--- config.mk ---
export PLATFORM = sky130hd
export DESIGN_NAME = xmem_dram_ctrl
export DESIGN_NICKNAME = d
export VERILOG_FILES = /design/src/rtl/xmem_pkg.sv /design/src/rtl/xmem_addr_decode.sv /design/src/rtl/xmem_refresh.sv /design/src/rtl/xmem_seq.sv /design/src/rtl/xmem_dram_ctrl.sv
export SDC_FILE = /design/constraint.sdc
export NUM_CORES = 1
export LEC_CHECK = 0
export BUFFER_PORTS_ARGS = -buffer_cell sky130_fd_sc_hd__buf_4
export CORE_MARGIN = 2
export CORE_UTILIZATION = 40
export CTS_BUF_LIST = sky130_fd_sc_hd__clkbuf_8
export DETAILED_ROUTE_END_ITERATION = 12
export HOLD_SLACK_MARGIN = 0.12
export PLACE_DENSITY = 0.75
export RECOVER_POWER = 100
export SYNTH_ARGS = -nofsm -noshare
export SYNTH_HDL_FRONTEND = slang
export SYNTH_SLANG_ARGS = --single-unit
--- constraint.sdc ---
create_clock -name clk -period 1.6 [get_ports clk]
set_input_delay 0.24 -clock clk [delete_from_list [all_inputs] [get_ports clk]]
set_output_delay 0.24 -clock clk [all_outputs]
set_load 0.05 [all_outputs]
--- src/rtl/xmem_pkg.sv ---
package xmem_pkg;
   typedef enum logic [2:0] {
      XS_IDLE,
      XS_ROW,
      XS_CAS,
      XS_HOLD,
      XS_PRE,
      XS_RF1,
      XS_RF2
   } xs_state_e;
endpackage

--- src/rtl/xmem_addr_decode.sv ---
module xmem_addr_decode #(
   parameter int         AW    = 23,
   parameter int         ROW_W = 9,
   parameter logic [2:0] WIN   = 3'b100
) (
   input  logic [AW:1]      addr,
   input  logic             uds_n,
   input  logic             lds_n,
   output logic             hit,
   output logic             bank,
   output logic [ROW_W-1:0] row,
   output logic [ROW_W-1:0] col
);
   localparam int BANK_IDX = 2*ROW_W + 1;

   generate
      if (AW != 2*ROW_W + 5) begin : g_bad_aw
         $error("xmem_addr_decode: AW must equal 2*ROW_W+5");
      end
   endgenerate

   // row from the low word-address bits, column from the next group up
   assign row  = addr[ROW_W:1];
   assign col  = addr[2*ROW_W:ROW_W+1];
   assign bank = addr[BANK_IDX];
   assign hit  = !addr[AW] && (addr[AW-1:AW-3] == WIN) && (!uds_n || !lds_n);
endmodule

--- src/rtl/xmem_refresh.sv ---
module xmem_refresh #(
   parameter int INTERVAL       = 3000,
   parameter int ROW_W          = 9,
   parameter int RETENTION_CLKS = 1600000
) (
   input  logic             clk,
   input  logic             rst_n,
   input  logic             done,
   output logic             pend,
   output logic [ROW_W-1:0] rf_row
);
   localparam int            CW   = (INTERVAL > 2) ? $clog2(INTERVAL) : 1;
   localparam logic [CW-1:0] LAST = CW'(INTERVAL - 1);

   generate
      if (INTERVAL < 2 || INTERVAL * (2**ROW_W) > RETENTION_CLKS) begin : g_bad_ivl
         $error("xmem_refresh: refresh interval too long for the row count");
      end
   endgenerate

   logic [CW-1:0] cnt;
   logic          tick;

   assign tick = (cnt == LAST);

   always_ff @(posedge clk) begin
      if (!rst_n) begin
         cnt    <= '0;
         pend   <= 1'b0;
         rf_row <= '0;
      end else begin
         cnt <= tick ? '0 : cnt + 1'b1;
         if (tick)      pend <= 1'b1;
         else if (done) pend <= 1'b0;
         if (done) rf_row <= rf_row + 1'b1;
      end
   end
endmodule

--- src/rtl/xmem_seq.sv ---
module xmem_seq
   import xmem_pkg::*;
#(
   parameter int NB = 2
) (
   input  logic          clk,
   input  logic          rst_n,
   input  logic          as_n,
   input  logic          hit,
   input  logic          bank,
   input  logic          uds_n,
   input  logic          lds_n,
   input  logic          rd_wr,
   input  logic          pend,
   output logic [NB-1:0] ras_n,
   output logic          ucas_n,
   output logic          lcas_n,
   output logic          we_n,
   output logic          rdy_n,
   output logic          col_sel,
   output logic          rf_cyc,
   output logic          rf_done
);
   xs_state_e st, st_nx;
   logic      bank_q, ub_q, lb_q, wr_q;
   logic      row_open, cas_on;

   generate
      if (NB != 2) begin : g_bad_nb
         $error("xmem_seq: bank select decodes exactly two banks");
      end
   endgenerate

   always_comb begin
      st_nx = st;
      unique case (st)
         XS_IDLE: if (pend)               st_nx = XS_RF1;
                  else if (!as_n && hit)  st_nx = XS_ROW;
         XS_ROW:  st_nx = XS_CAS;
         XS_CAS:  st_nx = XS_HOLD;
         XS_HOLD: if (as_n)               st_nx = XS_PRE;
         XS_PRE:  st_nx = XS_IDLE;
         XS_RF1:  st_nx = XS_RF2;
         XS_RF2:  st_nx = XS_PRE;
         default: st_nx = XS_IDLE;
      endcase
   end

   always_ff @(posedge clk) begin
      if (!rst_n) begin
         st     <= XS_IDLE;
         bank_q <= 1'b0;
         ub_q   <= 1'b0;
         lb_q   <= 1'b0;
         wr_q   <= 1'b0;
      end else begin
         st <= st_nx;
         if (st == XS_IDLE && st_nx == XS_ROW) begin
            bank_q <= bank;
            ub_q   <= !uds_n;
            lb_q   <= !lds_n;
            wr_q   <= !rd_wr;
         end
      end
   end

   assign row_open = (st == XS_ROW) || (st == XS_CAS) || (st == XS_HOLD);
   assign cas_on   = (st == XS_CAS) || (st == XS_HOLD);
   assign rf_cyc   = (st == XS_RF1) || (st == XS_RF2);
   assign rf_done  = (st == XS_RF2);
   assign col_sel  = cas_on;
   assign ucas_n   = !(cas_on && ub_q);
   assign lcas_n   = !(cas_on && lb_q);
   assign we_n     = !(cas_on && wr_q);
   assign rdy_n    = !(st == XS_HOLD && !as_n);

   for (genvar b = 0; b < NB; b++) begin : g_ras
      assign ras_n[b] = !(rf_cyc || (row_open && (bank_q == 1'(b))));


      precharge_chk: assert property (@(posedge clk) disable iff (!rst_n)
         $fell(ras_n[b]) |-> $past(ras_n[b], 2));
   end


   refresh_cas_off_chk: assert property (@(posedge clk) disable iff (!rst_n)
      (ras_n == '0) |-> (ucas_n && lcas_n));


   one_bank_chk: assert property (@(posedge clk) disable iff (!rst_n)
      (!ucas_n || !lcas_n) |-> ($countones(~ras_n) == 1));


   rdy_after_cas_chk: assert property (@(posedge clk) disable iff (!rst_n)
      $fell(rdy_n) |-> $past(!ucas_n || !lcas_n));


   rdy_release_chk: assert property (@(posedge clk) disable iff (!rst_n)
      $rose(as_n) |=> rdy_n);
endmodule

--- src/rtl/xmem_dram_ctrl.sv ---
module xmem_dram_ctrl #(
   parameter int         AW             = 23,
   parameter int         ROW_W          = 9,
   parameter logic [2:0] WIN            = 3'b100,
   parameter int         REF_INTERVAL   = 3000,
   parameter int         RETENTION_CLKS = 1600000
) (
   input  logic             clk,
   input  logic             rst_n,
   input  logic             as_n,
   input  logic             uds_n,
   input  logic             lds_n,
   input  logic             rd_wr,
   input  logic [AW:1]      addr,
   output logic [ROW_W-1:0] ma,
   output logic [1:0]       ras_n,
   output logic             ucas_n,
   output logic             lcas_n,
   output logic             we_n,
   output logic             rdy_n
);
   localparam int NB = 2;

   logic             hit, bank, pend, col_sel, rf_cyc, rf_done;
   logic [ROW_W-1:0] row, col, rf_row;

   xmem_addr_decode #(.AW(AW), .ROW_W(ROW_W), .WIN(WIN)) i_dec (
      .addr  (addr),
      .uds_n (uds_n),
      .lds_n (lds_n),
      .hit   (hit),
      .bank  (bank),
      .row   (row),
      .col   (col)
   );

   xmem_refresh #(.INTERVAL(REF_INTERVAL), .ROW_W(ROW_W),
                  .RETENTION_CLKS(RETENTION_CLKS)) i_rfr (
      .clk    (clk),
      .rst_n  (rst_n),
      .done   (rf_done),
      .pend   (pend),
      .rf_row (rf_row)
   );

   xmem_seq #(.NB(NB)) i_seq (
      .clk     (clk),
      .rst_n   (rst_n),
      .as_n    (as_n),
      .hit     (hit),
      .bank    (bank),
      .uds_n   (uds_n),
      .lds_n   (lds_n),
      .rd_wr   (rd_wr),
      .pend    (pend),
      .ras_n   (ras_n),
      .ucas_n  (ucas_n),
      .lcas_n  (lcas_n),
      .we_n    (we_n),
      .rdy_n   (rdy_n),
      .col_sel (col_sel),
      .rf_cyc  (rf_cyc),
      .rf_done (rf_done)
   );

   // refresh row overrides the access address; column follows row after RAS
   assign ma = rf_cyc ? rf_row : (col_sel ? col : row);
endmodule

# [After elaboration in Yosys (flattened, before gate mapping)]
# Cells that the tools add are included.
# W data, S select, Z words.
[totals] inputBits=29 regBits=29 wordCells=59 out_inout_bits=15
[op_classes] n_mux=8 eq_ne=8 bitwise_logic=2 n_reduce_logical=31 add_sub_neg=2
[ops] operator="$mux W9" n=2
[ops] operator="$pmux W3 S6" n=1
[ops] operator="$add A12 B1 Y12 const B" n=1
[ops] operator="$eq A12 B12 Y1 const B" n=1
[ops] operator="$logic_not A1 Y1" n=11
[ops] operator="$logic_and A1 B1 Y1" n=10
[ops] operator="$add A9 B1 Y9 const B" n=1
[ops] operator="$eq A3 B3 Y1 const B" n=3
[ops] operator="$mux W3" n=3
[ops] operator="$logic_or A1 B1 Y1" n=7
[ops] operator="$eq A3 B1 Y1 const B" n=2
[ops] operator="$eq A3 B2 Y1 const B" n=2
[ops] operator="$logic_not A3 Y1" n=1
[ops] operator="$mux W1" n=2
[ops] operator="$not A1 Y1" n=2
[ops] operator="$reduce_bool A2 Y1" n=1
[ops] operator="$reduce_or A2 Y1" n=1

# [Logic depth before layout (Yosys ltp)]
# Gate-level depths: netlist (run 1).
[logic_depth] depth_word=9 depth_mapped=5 mapped_depth_nobuf=4

# [Cells and area by module]
# Synthesis (run 1) repeated with hierarchy kept, for this count alone.
[unflattened] cells_unflattened=205 hier_area_um2=1761.7
[modules_own_cells] mod="xmem_refresh" instances=1 area_each_um2=984.7 cells_each=104 seq_area_each_um2=440.4
[modules_own_cells] mod="xmem_seq" instances=1 area_each_um2=412.9 cells_each=50 seq_area_each_um2=140.1
[modules_own_cells] mod="xmem_dram_ctrl" instances=1 area_each_um2=206.4 cells_each=30 seq_area_each_um2=0.0
[modules_own_cells] mod="xmem_addr_decode" instances=1 area_each_um2=157.7 cells_each=21 seq_area_each_um2=0.0

# [Worst setup path after synthesis (run 1)]
# Ideal clock, no wire load.
[synth_timing] kind="register to output" from="reg i_seq.st[1]" to="out ma[1]" n_path_buf=3 path_slack_ns=-0.615 path_stages_with_launch=6 arrival_time_ns=1.975 path_cell_list="dfxtp_1 -> clkbuf_1 -> clkbuf_1 -> clkbuf_1 -> o32ai_1 -> a21oi_1"
[synth_via] elab_chain_len=4 word_cells_on_any_way=8
[synth_lines] element="start: declaration" line="xmem_seq.sv:24" source="xs_state_e st, st_nx;"
[synth_lines] element="start signal: assignment" line="xmem_seq.sv:57" source="st <= st_nx;"
[synth_lines] element="$eq A3 B2 Y1" line="xmem_seq.sv:68" source="assign cas_on = (st == XS_CAS) || (st == XS_HOLD);"
[synth_lines] element="$logic_or A1 B1 Y1" line="xmem_seq.sv:68"
[synth_lines] element="$mux W9" line="xmem_dram_ctrl.sv:67" source="assign ma = rf_cyc ? rf_row : (col_sel ? col : row);"
[synth_lines] element="$mux W9 (*)" line="xmem_dram_ctrl.sv:67"
[synth_lines] element="end: declaration" line="xmem_dram_ctrl.sv:15" source="output logic [ROW_W-1:0] ma,"
# Mark *: on every way between the ends. The rest lies on a longest branch, timed or not.

# [Final worst setup path (run 1)]
[layout_timing] from="reg i_seq.st[0]" to="out ma[1]"
# Same word-level chain as after synthesis.

==> summary.md, run 1 <==
| Metric | Value |
|---|---|
| Setup TNS | `-546.3 ps` |
| RSZ-0062 raised after global routing | `yes` |
| Max-slew violations | `0` |
| Starting density of the core | `0.4271` |
| Routed Wire Length | `4.752 mm` |
| Max Fclk | `596.9 MHz` |
| Worst setup SP type | `flip-flop` |
| Mapped Area | `1599 µm²` |
| Clock power frac | `0.378` |
| Combinational Power Share | `0.200` |
| Clock tree buffer depth | `2` |
| Layout cells sized above 1 | `0.4615` |
| CP Class | `flip-flop to primary output` |
| Detailed Routing Iterations Pass 1 | `4` |
| Total number of vias | `1797` |
| Sequential power share | `0.422` |
| Yosys top cell by area | `dfxtp_1` |
| First-pass GRT wire length | `7.624 mm` |
| Worst hold slack | `211.3 ps` |
| Inserted Clock Buffers | `5` |
| Routed Antenna Nets | `0` |
| Clock transition at path regs | `60 ps` |
| Share of the synthesized area in the top cell type | `0.3631` |
| R2r setup slk | `-10 ps` |
| Max-capacitance violation count | `0` |
| Post-synth cell types | `35` |
| Post-synthesis register bit count | `29` |
| Syn nets | `227` |
| Final Core Density | `0.7029` |
| Area growth from synthesis to layout | `64.55%` |
| Post-synth EDFFs | `0` |
| Root Driver | `clkbuf_8` |
| Critical Path RT | `1360 ps` |
| Worst slew margin | `0.7243` |
| Hold Crit Class | `primary input to flip-flop` |
| # DRC | `0` |
| Worst Max-Slew Pin Slew | `407.8 ps` |
| Total gr overflow | `0` |
| Ys Warns | `0` |
| Die X | `67.23 µm` |
| Syn Inst Count | `196` |
| NumNets Final | `290` |
| Critical path peak fanout | `7` |
| Crit-path max cell delay | `380 ps` |
| Routed vias/inst | `5.834` |
| Final HPWL DP | `2.906 mm` |
| Tot GR Track Use | `0.2221` |
| Crit path setup slack, layout | `-75.31 ps` |
| Chip Height | `67.23 µm` |
| Area of the core | `3744 µm²` |
| DP Worst Slack | `13.10 ps` |
| Clock Skew | `6.038 ps` |
| 1st-iter DRT viols | `119` |
| IO Pins | `44` |
| Area contributors post-synth | `dfxtp_1 36%, a21oi_1 8.5%, o32ai_1 4.9%` |
| Die area | `4519 µm²` |
| Synth Area per Inst | `8.158 µm²` |
| Fin crit share | `1.047` |
| Worst-Skew Late Latency | `280 ps` |
| Synth async-reset ratio | `0` |
| Critical-path cell list | `xnor2_4, buf_6, o22ai_2, a21oi_4, buf_6` |
| Leakage Power | `0.9654 nW` |
| Most frequent cells after synthesis | `29 x dfxtp_1, 27 x a21oi_1, 20 x nand2_1` |
| Final Wtd Congestion | `0.8290` |
| CTS H-Tree Depth | `2` |
| Register area share after synthesis | `0.3631` |
| Cell mode on critical path | `buf_6` |
| Worst vdd ir | `0.5192 mV` |
| Vias in the first global route | `1710` |
| Post-DR wirelength/cell | `15.43 µm` |
| Slowest-stage cell, CP | `dfxtp_4` |
| Fin. Hold Viols | `0` |
| Sw Ratio | `0.2650` |
| Failing checks | `negative setup slack` |
| Num rows | `22` |
| Crit path time final | `1675 ps` |
| Number of buffers inserted by port buffering | `43` |
| Initial antenna violation count | `0` |
| Sw power | `0.0004638 W` |
| CP top delay family | `flip-flops` |
| CP bufs+invs | `2` |
| PwrDens | `665.1 nW/µm²` |
| Worst path arrival time | `1440 ps` |
| Crit. End Element | `primary output` |
| Largest net degree at the start of global routing | `16` |
| Final setup fails | `12` |
| CTS tree | `built` |
| Most common cell in the netlist | `dfxtp_1` |
| Clock Sinks | `29` |
| Number of diodes | `0` |
| Status | `complete, but fails checks` |
| Internal power | `0.001286 W` |
| Main synth FF type | `dfxtp_1` |
==> sequential cells by signal, indices dropped and copies added (netlist names) <==
| signal | count |
|---|---|
| i_seq.wr_q | 1 |
| i_seq.ub_q | 1 |
| i_rfr.rf_row | 9 |
| i_seq.lb_q | 1 |
| i_rfr.cnt | 12 |
| i_rfr.pend | 1 |
| i_seq.st | 3 |
| i_seq.bank_q | 1 |
==> area by class of cell <==
| type | instances | area, µm² |
|---|---|---|
| multi-input combinational | 151 | 1275 |
| clock buffer | 7 | 96.34 |
| inverter | 7 | 26.28 |
| tap | 48 | 60.06 |
| timing repair buffer | 65 | 575.6 |
| fill | 288 | 1112 |
| sequential | 29 | 593.1 |
| clock inverter | 1 | 5.005 |
==> through the flow <==
step / power [W] / instances / cell area, µm²
floorplan: 0.0009243 / 196 / 1733
global placement: 0.001037 / 296 / 2220
detailed placement: 0.001040 / 296 / 2220
CTS: 0.001749 / 307 / 2554
global route: 0.001815 / 308 / 2631
finish: 0.001750 / 308 / 2631
==> cells by family (layout without fill, tap and decap cells) <==
group / Yosys count / after routing / share of synthesized area
and+or+nand+nor: 70 / 72 / 0.2441
AOI/OAI and AO/OA: 65 / 65 / 0.2645
DFF: 29 / 29 / 0.3631
buffers and inverters: 18 / 80 / 0.04226
xor gates and xnor gates: 6 / 6 / 0.03287
muxes: 6 / 6 / 0.03756
adders and majority gates: 2 / 2 / 0.01565
==> power groups by stage <==
stage	Clock, W	Combinational (W)	Sequential, W
4_1_cts	0.000679	0.000332	0.000738
3_5_place_dp	0	0.000285	0.000755
2_1_floorplan	0	0.000170	0.000754
5_1_grt	0.000709	0.000367	0.000739
3_3_place_gp	0	0.000282	0.000755
6_report	0.000662	0.000350	0.000738
==> cells in the final DEF (no fill, tap or decap), drive strengths merged, types with 8 or more instances in the layout <==
cell and n:
buf 65, dfxtp 29, a21oi 27, nand2 20
o22ai 9, o32ai 9, nor2 8, or4 8
o21ai 8
==> path summary, 6_finish.rpt <==
path | to | from | depth (start not counted)
worst max-delay path | ma[1] | i_seq.st[0] | 5
worst min-delay path | i_seq.bank_q | addr[19] | 3
worst max register to register | i_rfr.rf_row[7] | i_seq.st[1] | 5
worst min register to register | i_seq.wr_q | i_seq.wr_q | 2
==> tightest hold or removal path: stages <==
cell     delay [ps]
buf_4           110
nand2_1          40
mux2i_1          50
==> routing by layer <==
layer	global-route usage	wire length, µm	up-vias
li1	-	-	870
met1	0.2677	2026	849
met2	0.3738	2365	64
met3	0.05167	246	14
met4	0.1020	113	0
met5	0	0	-
==> timing repair <==
action,in CTS,in global routing
pin swaps,5,6
gates cloned,2,0
setup buffers,1,1
setup endpoints to repair,15,20
gates resized for setup,43,17
hold buffers,0,0
Note: power is estimated with default switching activity, not from simulation.
==> inputs of run 2 (changes only) <==
--- a/config.mk
+++ b/config.mk
@@ -6,6 +6,7 @@
 export NUM_CORES = 1
 export LEC_CHECK = 0
 export BUFFER_PORTS_ARGS = -buffer_cell sky130_fd_sc_hd__buf_4
+export CORE_ASPECT_RATIO = 0.9
 export CORE_MARGIN = 2
 export CORE_UTILIZATION = 40
 export CTS_BUF_LIST = sky130_fd_sc_hd__clkbuf_8
==> summary.md, run 2 (synthesis results as in run 1) <==
| Metric | Value |
|---|---|
| Final HPWL DP | `3.111 mm` |
| Fin. Hold Viols | `0` |
| Critical-path cell list | `and2_4, buf_12, o32ai_4, a21oi_4, buf_6` |
| Slowest-stage cell, CP | `dfxtp_4` |
| Leakage Power | `0.9995 nW` |
| Hold_sp | `rd_wr` |
| Critical path peak fanout | `6` |
| Number of buffers inserted by port buffering | `43` |
| Inserted Clock Buffers | `5` |
| First-pass GRT wire length | `8.273 mm` |
| Die X | `70.65 µm` |
| Most common cell after layout, fill and taps aside | `buf_4` |
| Clock Sinks | `29` |
| Placed cells | `294` |
| Max-capacitance violation count | `0` |
| Initial antenna violation count | `0` |
| FILL cells | `250` |
| IO Pins | `44` |
| Status | `complete, but fails checks` |
| Largest regs | `i_rfr.cnt (12), i_rfr.rf_row (9), i_seq.st (3)` |
| Most flops, register | `i_rfr.cnt` |
| R2R depth | `3` |
| RSZ-0062 raised after global routing | `yes` |
| Worst slew margin | `0.6563` |
| CP Class | `flip-flop to primary output` |
| Crit Reg-Reg Startpoint | `i_rfr.cnt[10]` |
| Area of the core | `3784 µm²` |
| Chip Height | `63.98 µm` |
| Max reg flops | `12` |
| Largest net degree at the start of global routing | `23` |
| Tot GR Track Use | `0.2340` |
| CTS H-Tree Depth | `2` |
| Worst setup SP type | `flip-flop` |
| Crit path setup slack, layout | `-142.0 ps` |
| Clock tree buffer depth | `2` |
| Starting density of the core | `0.4226` |
| Routed vias/inst | `5.990` |
| Non-Filler Instances | `308` |
| RR Endpoint | `i_rfr.cnt[1]` |
| Worst vdd ir | `0.8121 mV` |
| Worst Max-Slew Pin Slew | `508.4 ps` |
| Worst path arrival time | `1500 ps` |
| Num rows | `21` |
| Max Fclk | `574.0 MHz` |
| Crit path time final | `1742 ps` |
| Worst-Skew Late Latency | `280 ps` |
| Total gr overflow | `0` |
| Number of diodes | `0` |
| Most frequent cells in the layout | `55 x buf_4, 23 x dfxtp_1, 19 x nand2_1, 18 x a21oi_1, 12 x buf_6` |
| Area growth from synthesis to layout | `71.36%` |
| Final setup fails | `16` |
| Failing checks | `negative setup slack` |
| Hold path cells | `3` |
| Layout cells sized above 1 | `0.4733` |
| Hold Crit Class | `primary input to flip-flop` |
| Clock Skew | `9.785 ps` |
| CTS tree | `built` |
| Fin area | `2740 µm²` |
| Critical Path RT | `1360 ps` |
| R2r setup slk | `-10 ps` |
| Vias in the first global route | `1684` |
| Root Driver | `clkbuf_8` |
| Worst hold path endpoint | `i_seq.wr_q` |
| Crit-path max cell delay | `370 ps` |
| # DRC | `0` |
| Fin crit share | `1.089` |
| 1st-iter DRT viols | `113` |
| NumNets Final | `292` |
| CTS Hold Bufs | `0` |
| DP Area | `2217 µm²` |
| Max-slew violations | `0` |
| Total number of vias | `1845` |
| PwrDens | `734.5 nW/µm²` |
| Routed Antenna Nets | `0` |
| Clock transition at path regs | `70 ps` |
| Post-DR wirelength/cell | `18.26 µm` |
| Detailed Routing Iterations Pass 1 | `4` |
| Routed Wire Length | `5.623 mm` |
| Final Wtd Congestion | `0.7937` |
| Die area | `4520 µm²` |
| Crit. End Element | `primary output` |
[run 2: changes by cell type in the layout (fill, tap and decap cells not counted), sizes merged]
cell	delta
and2	-1
buf	+4
bufinv	+2
clkbuf	-2
nand2b	-1
[run 2: cell type report]
class / count / area [µm²] / area share
Clock inverter: 3 / 65.06 / 0.02374
Timing Repair Buffer: 69 / 588.1 / 0.2146
Multi-Input combinational cell: 149 / 1341 / 0.4895
Tap cell: 46 / 57.56 / 0.02100
Clock buffer: 5 / 68.82 / 0.02511
Inverter: 7 / 26.28 / 0.009589
Sequential cell: 29 / 593.1 / 0.2164
[run 2: through the flow]
step	TNS, ps	power, W	hold WS [ps]	utilization	setup slack (ps)
after floorplan	0	0.0009243	378.8	-	4.183
after global placement	0	0.001037	448.1	0.5860	39.87
after detailed placement	-30.15	0.001039	461.8	0.5860	-30.15
after CTS	-835.3	0.002004	219.6	0.6961	-93.29
after global routing	-2147	0.002081	226.3	0.7242	-182.9
final	-1369	0.002013	224.5	0.7242	-142.0
[run 2: worst max-delay path by stage]
| stage | from | to | slack (ps) |
|---|---|---|---|
| after detailed placement | i_seq.st[1] | i_seq.st[0] | -30 |
| after global routing | i_seq.st[1] | ma[0] | -180 |
| after global placement | i_rfr.cnt[6] | i_rfr.cnt[10] | 40 |
| after floorplan | i_rfr.cnt[6] | i_rfr.cnt[3] | 4 |
| final | i_seq.st[0] | ma[3] | -140 |
| after CTS | i_seq.st[2] | ma[0] | -90 |
[run 2: timing repair]
action | in CTS | in global routing
endpoints found under the hold margin | 0 | 0
resized for setup | 48 | 14
setup endpoints to repair | 17 | 28
buffers inserted | 0 | 7
pin swaps | 2 | 10
cloned | 0 | 0
[run 2: power by group]
part           switching [W]  internal, W  total, W
Clock               0.000273     0.000618  0.000891
Sequential         0.0000135     0.000730  0.000743
Combinational       0.000198     0.000180  0.000378
Total               0.000484      0.00153   0.00201
[run 2: worst max-delay path, delay by kind of cell (launching register included)]
kind	cells	cell delay, ps
flip-flops	1	370
buffers and inverters	2	290
AO/OA/AOI/OAI	2	380
AND/OR/NAND/NOR	1	170
[run 2: per-layer routing]
layer / GRT usage / wire length (µm)
met2: 0.3950 / 2859
met4: 0.07311 / 106
met1: 0.2953 / 2316
met5: 0 / 0
met3: 0.05678 / 341
